`config.mk`:
```
export PLATFORM = sky130hd
export DESIGN_NAME = pc_vector_unit
export DESIGN_NICKNAME = d
export VERILOG_FILES = /design/src/rtl/pcv_pkg.sv /design/src/rtl/pcv_pm_read.sv /design/src/rtl/pcv_next.sv /design/src/rtl/pcv_seq.sv /design/src/rtl/pc_vector_unit.sv
export SDC_FILE = /design/constraint.sdc
export NUM_CORES = 1
export LEC_CHECK = 0
export BUFFER_PORTS_ARGS = -buffer_cell sky130_fd_sc_hd__buf_2
export CAP_MARGIN = 5
export CORE_ASPECT_RATIO = 0.6
export CORE_MARGIN = 10
export CORE_UTILIZATION = 30
export CTS_CLUSTER_DIAMETER = 200
export DETAILED_ROUTE_END_ITERATION = 6
export PLACE_DENSITY_LB_ADDON = 0.08
export SETUP_SLACK_MARGIN = 0.1
export SYNTH_ARGS = -nofsm -noshare
export SYNTH_HDL_FRONTEND = slang
export SYNTH_SLANG_ARGS = --single-unit
```
`constraint.sdc`:
```
create_clock -name clk -period 2.2 [get_ports clk]
set_input_delay 0.44 -clock clk [delete_from_list [all_inputs] [get_ports clk]]
set_output_delay 0.44 -clock clk [all_outputs]
set_load 0.005 [all_outputs]
```
`src/rtl/pcv_pkg.sv`:
```
package pcv_pkg;

    typedef enum logic [2:0] {
        OP_NOP     = 3'd0,
        OP_STEP    = 3'd1,
        OP_JUMP    = 3'd2,
        OP_LOAD_HI = 3'd3,
        OP_LOAD_LO = 3'd4,
        OP_CALL    = 3'd5,
        OP_INTR    = 3'd6,
        OP_RET     = 3'd7
    } pc_op_e;

    typedef enum logic [1:0] {
        SEQ_IDLE,
        SEQ_PUSH_HI,
        SEQ_POP_HI,
        SEQ_POP_LO
    } seq_state_e;

endpackage

```
`src/rtl/pcv_pm_read.sv`:
```
module pcv_pm_read #(
    parameter int ADDR_W    = 15,
    parameter int DATA_W    = 8,
    parameter int MAP_BYTES = 32768
) (
    input  logic [ADDR_W-1:0] addr_i,
    input  logic [DATA_W-1:0] raw_i,
    input  logic              present_i,
    output logic [DATA_W-1:0] data_o
);
    localparam logic [ADDR_W-1:0] TOP_ADDR = {ADDR_W{1'b1}};
    localparam logic [ADDR_W:0]   MAP_LIM  = MAP_BYTES[ADDR_W:0];

    logic in_map;

    generate
        if (MAP_BYTES < (2 ** ADDR_W)) begin : g_partial_map
            assign in_map = ({1'b0, addr_i} < MAP_LIM);
        end else begin : g_full_map
            assign in_map = 1'b1;
        end
    endgenerate

    always_comb begin
        if (present_i && in_map && (addr_i != TOP_ADDR)) begin
            data_o = raw_i;
        end else begin
            data_o = '0;
        end
    end

endmodule

```
`src/rtl/pcv_next.sv`:
```
module pcv_next
    import pcv_pkg::*;
#(
    parameter int PC_W = 15,
    parameter int LO_W = 8
) (
    input  pc_op_e            op_i,
    input  logic [PC_W-1:0]   pc_i,
    input  logic [PC_W-1:0]   addr_i,
    input  logic [LO_W-1:0]   byte_i,
    output logic              hit_o,
    output logic [PC_W-1:0]   next_o
);
    localparam int HI_W = PC_W - LO_W;

    always_comb begin
        hit_o  = 1'b1;
        next_o = pc_i;
        unique case (op_i)
            OP_STEP:    next_o = pc_i + PC_W'(1);
            OP_JUMP:    next_o = addr_i;
            OP_LOAD_HI: next_o = {byte_i[HI_W-1:0], pc_i[LO_W-1:0]};
            OP_LOAD_LO: next_o = {pc_i[PC_W-1:LO_W], byte_i};
            default:    hit_o  = 1'b0;
        endcase
    end

endmodule

```
`src/rtl/pcv_seq.sv`:
```
module pcv_seq
    import pcv_pkg::*;
#(
    parameter int              PC_W     = 15,
    parameter int              LO_W     = 8,
    parameter int              SP_W     = 8,
    parameter logic [SP_W-1:0] SP_EMPTY = 8'h6F,
    parameter logic [PC_W-1:0] VEC_ADDR = 15'h00FF
) (
    input  logic              clk,
    input  logic              rst_n,
    input  pc_op_e            op_i,
    input  logic [PC_W-1:0]   pc_i,
    input  logic [PC_W-1:0]   target_i,
    input  logic [SP_W-1:0]   sp_i,
    input  logic [LO_W-1:0]   rdata_i,
    output logic              busy_o,
    output logic              stk_we_o,
    output logic [LO_W-1:0]   stk_wdata_o,
    output logic              sp_inc_o,
    output logic              sp_dec_o,
    output logic              ld_o,
    output logic [PC_W-1:0]   ld_addr_o
);
    localparam int              HI_W     = PC_W - LO_W;
    localparam int              PAD_W    = LO_W - HI_W;
    localparam logic [PC_W-1:0] TOP_ADDR = {PC_W{1'b1}};

    seq_state_e        state_q, state_d;
    logic [PC_W-1:0]   tgt_q;
    logic [LO_W-1:0]   ret_hi_q;
    logic [HI_W-1:0]   pop_hi_q;
    logic [PC_W-1:0]   ret_addr;
    logic              is_push, is_pop, is_underflow;

    assign is_push      = (op_i == OP_CALL) || (op_i == OP_INTR);
    assign is_pop       = (op_i == OP_RET) && (sp_i != SP_EMPTY);
    assign is_underflow = (op_i == OP_RET) && (sp_i == SP_EMPTY);
    assign ret_addr     = (op_i == OP_CALL) ? (pc_i + PC_W'(1)) : pc_i;

    // State register
    always_ff @(posedge clk) begin
        if (!rst_n) begin
            state_q <= SEQ_IDLE;
        end else begin
            state_q <= state_d;
        end
    end

    // Next state
    always_comb begin
        state_d = state_q;
        unique case (state_q)
            SEQ_IDLE: begin
                if (is_push) begin
                    state_d = SEQ_PUSH_HI;
                end else if (is_pop) begin
                    state_d = SEQ_POP_HI;
                end
            end
            SEQ_PUSH_HI: state_d = SEQ_IDLE;
            SEQ_POP_HI:  state_d = SEQ_POP_LO;
            SEQ_POP_LO:  state_d = SEQ_IDLE;
        endcase
    end

    // Outputs
    always_comb begin
        busy_o      = 1'b0;
        stk_we_o    = 1'b0;
        stk_wdata_o = '0;
        sp_inc_o    = 1'b0;
        sp_dec_o    = 1'b0;
        ld_o        = 1'b0;
        ld_addr_o   = '0;
        unique case (state_q)
            SEQ_IDLE: begin
                if (is_push) begin
                    stk_we_o    = 1'b1;
                    stk_wdata_o = ret_addr[LO_W-1:0];
                    sp_dec_o    = 1'b1;
                end else if (is_pop) begin
                    sp_inc_o    = 1'b1;
                end else if (is_underflow) begin
                    ld_o        = 1'b1;
                    ld_addr_o   = TOP_ADDR;
                end
            end
            SEQ_PUSH_HI: begin
                busy_o      = 1'b1;
                stk_we_o    = 1'b1;
                stk_wdata_o = ret_hi_q;
                sp_dec_o    = 1'b1;
                ld_o        = 1'b1;
                ld_addr_o   = tgt_q;
            end
            SEQ_POP_HI: begin
                busy_o      = 1'b1;
                sp_inc_o    = 1'b1;
            end
            SEQ_POP_LO: begin
                busy_o      = 1'b1;
                ld_o        = 1'b1;
                ld_addr_o   = {pop_hi_q, rdata_i};
            end
        endcase
    end

    // Transfer data registers
    always_ff @(posedge clk) begin
        if (!rst_n) begin
            tgt_q    <= '0;
            ret_hi_q <= '0;
            pop_hi_q <= '0;
        end else begin
            if ((state_q == SEQ_IDLE) && is_push) begin
                tgt_q    <= (op_i == OP_CALL) ? target_i : VEC_ADDR;
                ret_hi_q <= {{PAD_W{1'b0}}, ret_addr[PC_W-1:LO_W]};
            end
            if (state_q == SEQ_POP_HI) begin
                pop_hi_q <= rdata_i[HI_W-1:0];
            end
        end
    end

    // an accepted push is followed by the second write while busy
    assert_push_pair_R4: assert property (@(posedge clk) disable iff (!rst_n)
        (stk_we_o && !busy_o) |=> (stk_we_o && busy_o && sp_dec_o));

    // an accepted pop is followed by a second increment while busy
    assert_pop_pair_R6: assert property (@(posedge clk) disable iff (!rst_n)
        (sp_inc_o && !busy_o) |=> (sp_inc_o && busy_o));

    // the low-byte cycle ends the transfer
    assert_pop_end_R6: assert property (@(posedge clk) disable iff (!rst_n)
        (sp_inc_o && busy_o) |=> (busy_o && !sp_inc_o && !stk_we_o));

endmodule

```
`src/rtl/pc_vector_unit.sv`:
```
module pc_vector_unit
    import pcv_pkg::*;
#(
    parameter int              PC_W      = 15,
    parameter int              LO_W      = 8,
    parameter int              SP_W      = 8,
    parameter logic [SP_W-1:0] SP_EMPTY  = 8'h6F,
    parameter logic [PC_W-1:0] VEC_ADDR  = 15'h00FF,
    parameter int              MAP_BYTES = 32768
) (
    input  logic              clk,
    input  logic              rst_n,
    input  logic [2:0]        op_i,
    input  logic [PC_W-1:0]   addr_i,
    input  logic [LO_W-1:0]   byte_i,
    output logic              busy_o,
    output logic [PC_W-1:0]   pc_o,
    input  logic [LO_W-1:0]   pm_rdata_i,
    input  logic              pm_present_i,
    output logic [LO_W-1:0]   opcode_o,
    output logic              trap_o,
    input  logic [SP_W-1:0]   sp_i,
    output logic              sp_inc_o,
    output logic              sp_dec_o,
    output logic              stk_we_o,
    output logic [LO_W-1:0]   stk_wdata_o,
    input  logic [LO_W-1:0]   stk_rdata_i
);
    localparam logic [PC_W-1:0] TOP_ADDR = {PC_W{1'b1}};

    pc_op_e            op;
    logic [PC_W-1:0]   pc_q;
    logic              seq_ld;
    logic [PC_W-1:0]   seq_ld_addr;
    logic              simple_hit;
    logic [PC_W-1:0]   simple_next;

    assign op = pc_op_e'(op_i);

    pcv_next #(
        .PC_W (PC_W),
        .LO_W (LO_W)
    ) u_next (
        .op_i   (op),
        .pc_i   (pc_q),
        .addr_i (addr_i),
        .byte_i (byte_i),
        .hit_o  (simple_hit),
        .next_o (simple_next)
    );

    pcv_seq #(
        .PC_W     (PC_W),
        .LO_W     (LO_W),
        .SP_W     (SP_W),
        .SP_EMPTY (SP_EMPTY),
        .VEC_ADDR (VEC_ADDR)
    ) u_seq (
        .clk         (clk),
        .rst_n       (rst_n),
        .op_i        (op),
        .pc_i        (pc_q),
        .target_i    (addr_i),
        .sp_i        (sp_i),
        .rdata_i     (stk_rdata_i),
        .busy_o      (busy_o),
        .stk_we_o    (stk_we_o),
        .stk_wdata_o (stk_wdata_o),
        .sp_inc_o    (sp_inc_o),
        .sp_dec_o    (sp_dec_o),
        .ld_o        (seq_ld),
        .ld_addr_o   (seq_ld_addr)
    );

    pcv_pm_read #(
        .ADDR_W    (PC_W),
        .DATA_W    (LO_W),
        .MAP_BYTES (MAP_BYTES)
    ) u_pm_read (
        .addr_i    (pc_q),
        .raw_i     (pm_rdata_i),
        .present_i (pm_present_i),
        .data_o    (opcode_o)
    );

    always_ff @(posedge clk) begin
        if (!rst_n) begin
            pc_q <= '0;
        end else if (seq_ld) begin
            pc_q <= seq_ld_addr;
        end else if (!busy_o && simple_hit) begin
            pc_q <= simple_next;
        end
    end

    assign pc_o   = pc_q;
    assign trap_o = (opcode_o == '0) && !busy_o;

    assert_reset_pc_R1: assert property (@(posedge clk) disable iff (!rst_n)
        $rose(rst_n) |-> (pc_q == '0 && !busy_o));

    assert_step_wrap_R2: assert property (@(posedge clk) disable iff (!rst_n)
        (!busy_o && op == OP_STEP && pc_q == TOP_ADDR) |=> (pc_q == '0));

    assert_vector_R5: assert property (@(posedge clk) disable iff (!rst_n)
        ($past(rst_n) && $past(!busy_o && op == OP_INTR)) |=> (pc_q == VEC_ADDR));

    assert_underflow_R7: assert property (@(posedge clk) disable iff (!rst_n)
        (!busy_o && op == OP_RET && sp_i == SP_EMPTY) |=> (pc_q == TOP_ADDR && !busy_o));

    assert_top_trap_R8: assert property (@(posedge clk) disable iff (!rst_n)
        (pc_q == TOP_ADDR && !busy_o) |-> trap_o);

    assert_busy_hold_R10: assert property (@(posedge clk) disable iff (!rst_n)
        (busy_o && !seq_ld) |=> $stable(pc_q));

endmodule

```
; ---- Yosys cells after proc, flatten, opt, wreduce, memory -nomap -nowiden
; Cells that the tools add are included.
; Widths: inputs -> output; s select.
[classes]
n_addsub = 1
reduce_logical = 18
n_mux = 26
eq_ne = 16
[ops]
columns = op, count
row1 = $mux 15, 7
row2 = $pmux 15 s4, 1
row3 = $pmux 15 s3, 1
row4 = $mux 8, 2
row5 = $pmux 8 s2, 1
row6 = $add 15x1->15 const B, 1
row7 = $ne 15x15->1 const B, 1
row8 = $eq 3x3->1 const B, 4
row9 = $eq 8x7->1 const B, 1
row10 = $logic_not 8->1, 1
row11 = $mux 1, 8
row12 = $ne 8x7->1 const B, 1
row13 = $reduce_bool 4->1, 2
row14 = $eq 3x2->1 const B, 2
row15 = $logic_and 1x1->1, 6
row16 = $pmux 1 s2, 3
row17 = $pmux 2 s3, 1
row18 = $reduce_and 3->1, 2
row19 = $eq 2x2->1 const B, 2
row20 = $mux 2, 2
row21 = $ne 2x2->1 const B, 2
row22 = $reduce_or 4->1, 1
row23 = $eq 3x1->1 const B, 1
row24 = $ne 3x1->1 const B, 1
row25 = 7 further kinds, 7
[totals]
out_inout_bits = 36
register_bits = 46
input_bits = 53
word_cells = 67

; ---- Logic depth before layout (Yosys ltp)
[logic_depth]
word_depth = 8
ltp_mapped = 7
mapped_depth_nobuf = 6

; ---- Cells and area by module
; A second synthesis with hierarchy kept.
[unflattened]
cells_unflattened = 419
hier_area_um2 = 3512.1
[modules_own_cells]
columns = mod, seq_area_each_um2, area_each_um2, instances, cells_each
row1 = pcv_seq, 620.6, 1881.8, 1, 206
row2 = pcv_next, 0.0, 864.6, 1, 127
row3 = pc_vector_unit, 300.3, 679.4, 1, 72
row4 = pcv_pm_read, 0.0, 86.3, 1, 14

; ---- Least setup slack after synthesis
; Ideal clock, no wire load.
[synth_timing]
path_type = flip-flop to output port
startpoint = register pc_q[1], in the netlist pc_o[1]
endpoint = output opcode_o[0]
slack_ns = 0.123
t_arrival_ns = 1.637
t_required_ns = 1.760
n_path_buf = 0
path_stages_with_launch = 6
cell_sequence = dfxtp_1 ha_1 nand3_4 nor4_4 nand4_2 and3_1
[synth_via]
elab_chain_len = 3
[synth_lines]
columns = element, line_no
row1 = start: declaration, pc_vector_unit.sv:32  ; logic [PC_W-1:0] pc_q;
row2 = start signal: assignment, pc_vector_unit.sv:90  ; pc_q <= seq_ld_addr;
row3 = start signal: assignment, pc_vector_unit.sv:92  ; pc_q <= simple_next;
row4 = $ne 15x15->1, pcv_pm_read.sv:25  ; if (present_i && in_map && (addr_i != TOP_ADDR)) begin
row5 = $logic_and 1x1->1, pcv_pm_read.sv:25
row6 = $mux 8, pcv_pm_read.sv:25
row7 = end: declaration, pc_vector_unit.sv:20  ; output logic [LO_W-1:0] opcode_o,
; No other way between the ends.

; ---- Worst setup path after layout
[layout_timing]
startpoint = register pc_q[1], in the netlist pc_o[1]
endpoint = output opcode_o[4]
; Same word-level chain as after synthesis.

==> results.md <==
* Global placement routability congestion at 0.8829
* Syn Nets at 452
* Max-cap violations at 0
* GR Util All Layers at 0.1719
* Number of CTS-inserted buffers at 5
* I/O pins at 89
* Final setup fails at 9
* # hold bufs at CTS at 0
* CP Max Fanout at 5
* Vias per cell at 5.485
* DR WL/cell at 20.65 um
* Post-route design area at 4476 um^2
* Worst slew pin tran at 708.9 ps
* Status: complete, but fails checks
* Max Clk Rate at 428.2 MHz
* Synth-to-layout area growth at 40.05%
* Hold Violations, Final at 0
* Root buffer cell: clkbuf_16
* Most common cell after layout, fill and taps aside: buf_2
* Row count at 29
* Grt total ovfl at 0
* Post-Place Setup Slack at -46.59 ps
* Critical Path End Type: primary output
* Clock slew at reported path FFs at 70 ps
* First-pass GRT wire length at 20.98 mm
* Syn_area_per_cell at 8.029 um^2
* Clock tree buffer depth at 2
* Psw at 875.4 uW
* Nets at 573
* Iteration-0 DRC Markers at 229
* Drt first pass iters at 5
* Placed Cells at 641
* Unrepaired setup endpoints after global routing: yes
* Leakage power at 0.001852 uW
* Cell area after synthesis at 3196 um^2
* Share of the synthesized area in the top cell type at 0.2882
* Routed via count at 3609
* Sequential area share after synthesis at 0.2882
* VDD IR max at 0.2859 mV
* Estimated wirelength of the detail-placed design at 10.40 mm
* Port Buffers at 88
* Most area-hungry cell type in the Yosys netlist: dfxtp_1
* CP Class: register to primary output
* H-tree levels at 2
* Area occupied by multi-input gates at 2226 um^2
* EDFF count, synth at 0
* Worst-skew pair later-pin latency at 300 ps
* Area of the core at 10490 um^2
* DRC violations left at 0
* Vias in the first global route at 3508
* Final antenna-violating net count at 0
* Commonest non-fill, non-tap cells in the layout: 81 x buf_2, 51 x buf_4, 37 x dfxtp_1
* Final hold slack at 411.7 ps
* # diodes at 0
* Sequential power share at 0.360
* Int Power at 1845 uW
* Die width at 153.2 um
* Gate Count Post-Synth at 398
* Violated checks: setup timing
* Clock network fraction of total power at 0.335
* Die extent in y at 99.95 um
* Power per cell area at 607.9 nW/um^2
* Worst Setup Start Kind: register
* Sw Share at 0.3217
* Largest net degree at the start of global routing at 34
* Starting Density at 0.3047
* Slew Viols, Final at 0
* Clk_skew at 7.116 ps
* Fill cells at 1087
* Post-DP Area at 4044 um^2
* Initial antenna violation count at 0
* Req. time, crit path at 1760 ps
* Post-synthesis register bit count at 46
* Combinational power share at 0.304
* Crit path time final at 2336 ps
* Final worst-path cycle share at 1.062
* Clock sinks at 46
* Async set-reset flop share out of synthesis at 0
* WP data arrival at 1900 ps
* Seq. cell area at 934.6 um^2
* Final WS setup at -135.5 ps
* Hold Path Class: input pin to register
* Share of layout cells above drive strength 1 at 0.3892
* Area contributors post-synth: dfxtp_1 29%, mux2i_1 5.6%, nor2_1 4.3%
* Drt total wl at 13.59 mm
* Synth cell types at 68
* Clock tree from TritonCTS: yes
* Die Area at 15320 um^2
* Primary FF master, synth: dfxtp_1
* Non-Filler Instances at 658
* Slew headroom at 0.5231
* Syn. warnings at 0
synthesized netlist by cell type, types with 2 or more instances:
library cell / instances
nor2b_1: 13
a221oi_1: 5
a21oi_1: 24
o21ai_1: 2
a31oi_1: 4
o221ai_1: 6
clkbuf_1: 8
o22ai_1: 3
nand4_1: 5
nor3b_1: 8
nand3_1: 15
nor3_1: 13
a41oi_1: 2
dfxtp_1: 46
a211oi_2: 2
a22o_1: 2
inv_1: 5
o21a_1: 2
nor4_1: 3
a21boi_1: 7
nand2b_1: 4
nor2_1: 37
a311oi_1: 2
xor2_1: 11
o211a_1: 2
mux2i_1: 18
buf_2: 16
nor3_2: 2
o21ai_0: 26
buf_4: 5
and2_1: 4
and3_1: 11
a21boi_0: 3
and4_1: 2
xnor2_1: 8
nand2_1: 28
a211oi_1: 3
mux2_2: 10
o211ai_1: 2
state kept, by name, summed over array words and instances (netlist names):
signal          flops
pc_o               15
u_seq.pop_hi_q      7
u_seq.ret_hi_q      7
u_seq.state_q       2
u_seq.tgt_q        15
cell type report:
| type | count | share of cell area |
|---|---|---|
| multi-input combinational | 316 | 0.4973 |
| clock inverter | 1 | 0.006710 |
| inverter | 6 | 0.005032 |
| clock buffer | 6 | 0.03103 |
| sequential | 46 | 0.2088 |
| timing repair buffer | 144 | 0.2122 |
| tap | 139 | 0.03886 |
power groups by stage:
stage	Clock (uW)	Combinational (uW)	Sequential (uW)
finish	912	828	980
global route	965	903	989
CTS	928	798	977
detailed placement	0	784	978
global placement	0	782	978
floorplan	0	410	981
what timing repair did:
action,in CTS,in global routing
buffers inserted,6,3
resized for setup,17,29
gates cloned,1,0
setup endpoints to repair,17,18
pin swaps,5,11
path summary, 6_finish.rpt:
path | startpoint | to | slack, ps | depth (start not counted)
setup / recovery | pc_o[1]$_SDFFE_PN0P_ | opcode_o[4] | -140 | 7
hold / removal | addr_i[13] | u_seq.tgt_q[13]$_SDFFE_PN0P_ | 410 | 3
setup reg to reg | pc_o[1]$_SDFFE_PN0P_ | pc_o[14]$_SDFFE_PN0P_ | 300 | 9
hold reg to reg | u_seq.tgt_q[14]$_SDFFE_PN0P_ | u_seq.tgt_q[14]$_SDFFE_PN0P_ | 450 | 2
through the flow:
| step | setup TNS, ps | total power, uW | utilization |
|---|---|---|---|
| after floorplan | 0 | 1391 | - |
| after global placement | -8.696 | 1760 | 0.3856 |
| after detailed placement | -151.4 | 1762 | 0.3856 |
| after CTS | -384.7 | 2703 | 0.4120 |
| after global routing | -1698 | 2857 | 0.4268 |
| final | -957.2 | 2721 | 0.4268 |
routing by layer:
| layer | vias to the layer above | GRT usage | routed length, um |
|---|---|---|---|
| li1 | 1702 | - | - |
| met1 | 1751 | 0.2616 | 7087 |
| met2 | 145 | 0.2317 | 5270 |
| met3 | 11 | 0.04313 | 1101 |
| met4 | 0 | 0.03723 | 127 |
| met5 | - | 0 | 0 |
cell families (layout without fill, tap and decap cells):
group                    Yosys count  after routing  synth area share
AND/OR/NAND/NOR                  156            157            0.2663
buffers and inverters             37            157           0.05599
AO/OA/AOI/OAI                    110            110            0.2369
XOR/XNOR                          20             20           0.05717
multiplexers                      28             28           0.09162
adder cells (fa/ha/maj)            1              1          0.003915
flip-flops                        46             46            0.2882
critical path, stage by stage (launching register included):
cell,delay (ps)
dfxtp_2,360
ha_4,150
nand3_4,80
nor4_4,300
buf_4,180
nand4_4,160
and3_4,250
buf_6,110
No activity file was read; power rests on OpenSTA's default activity.
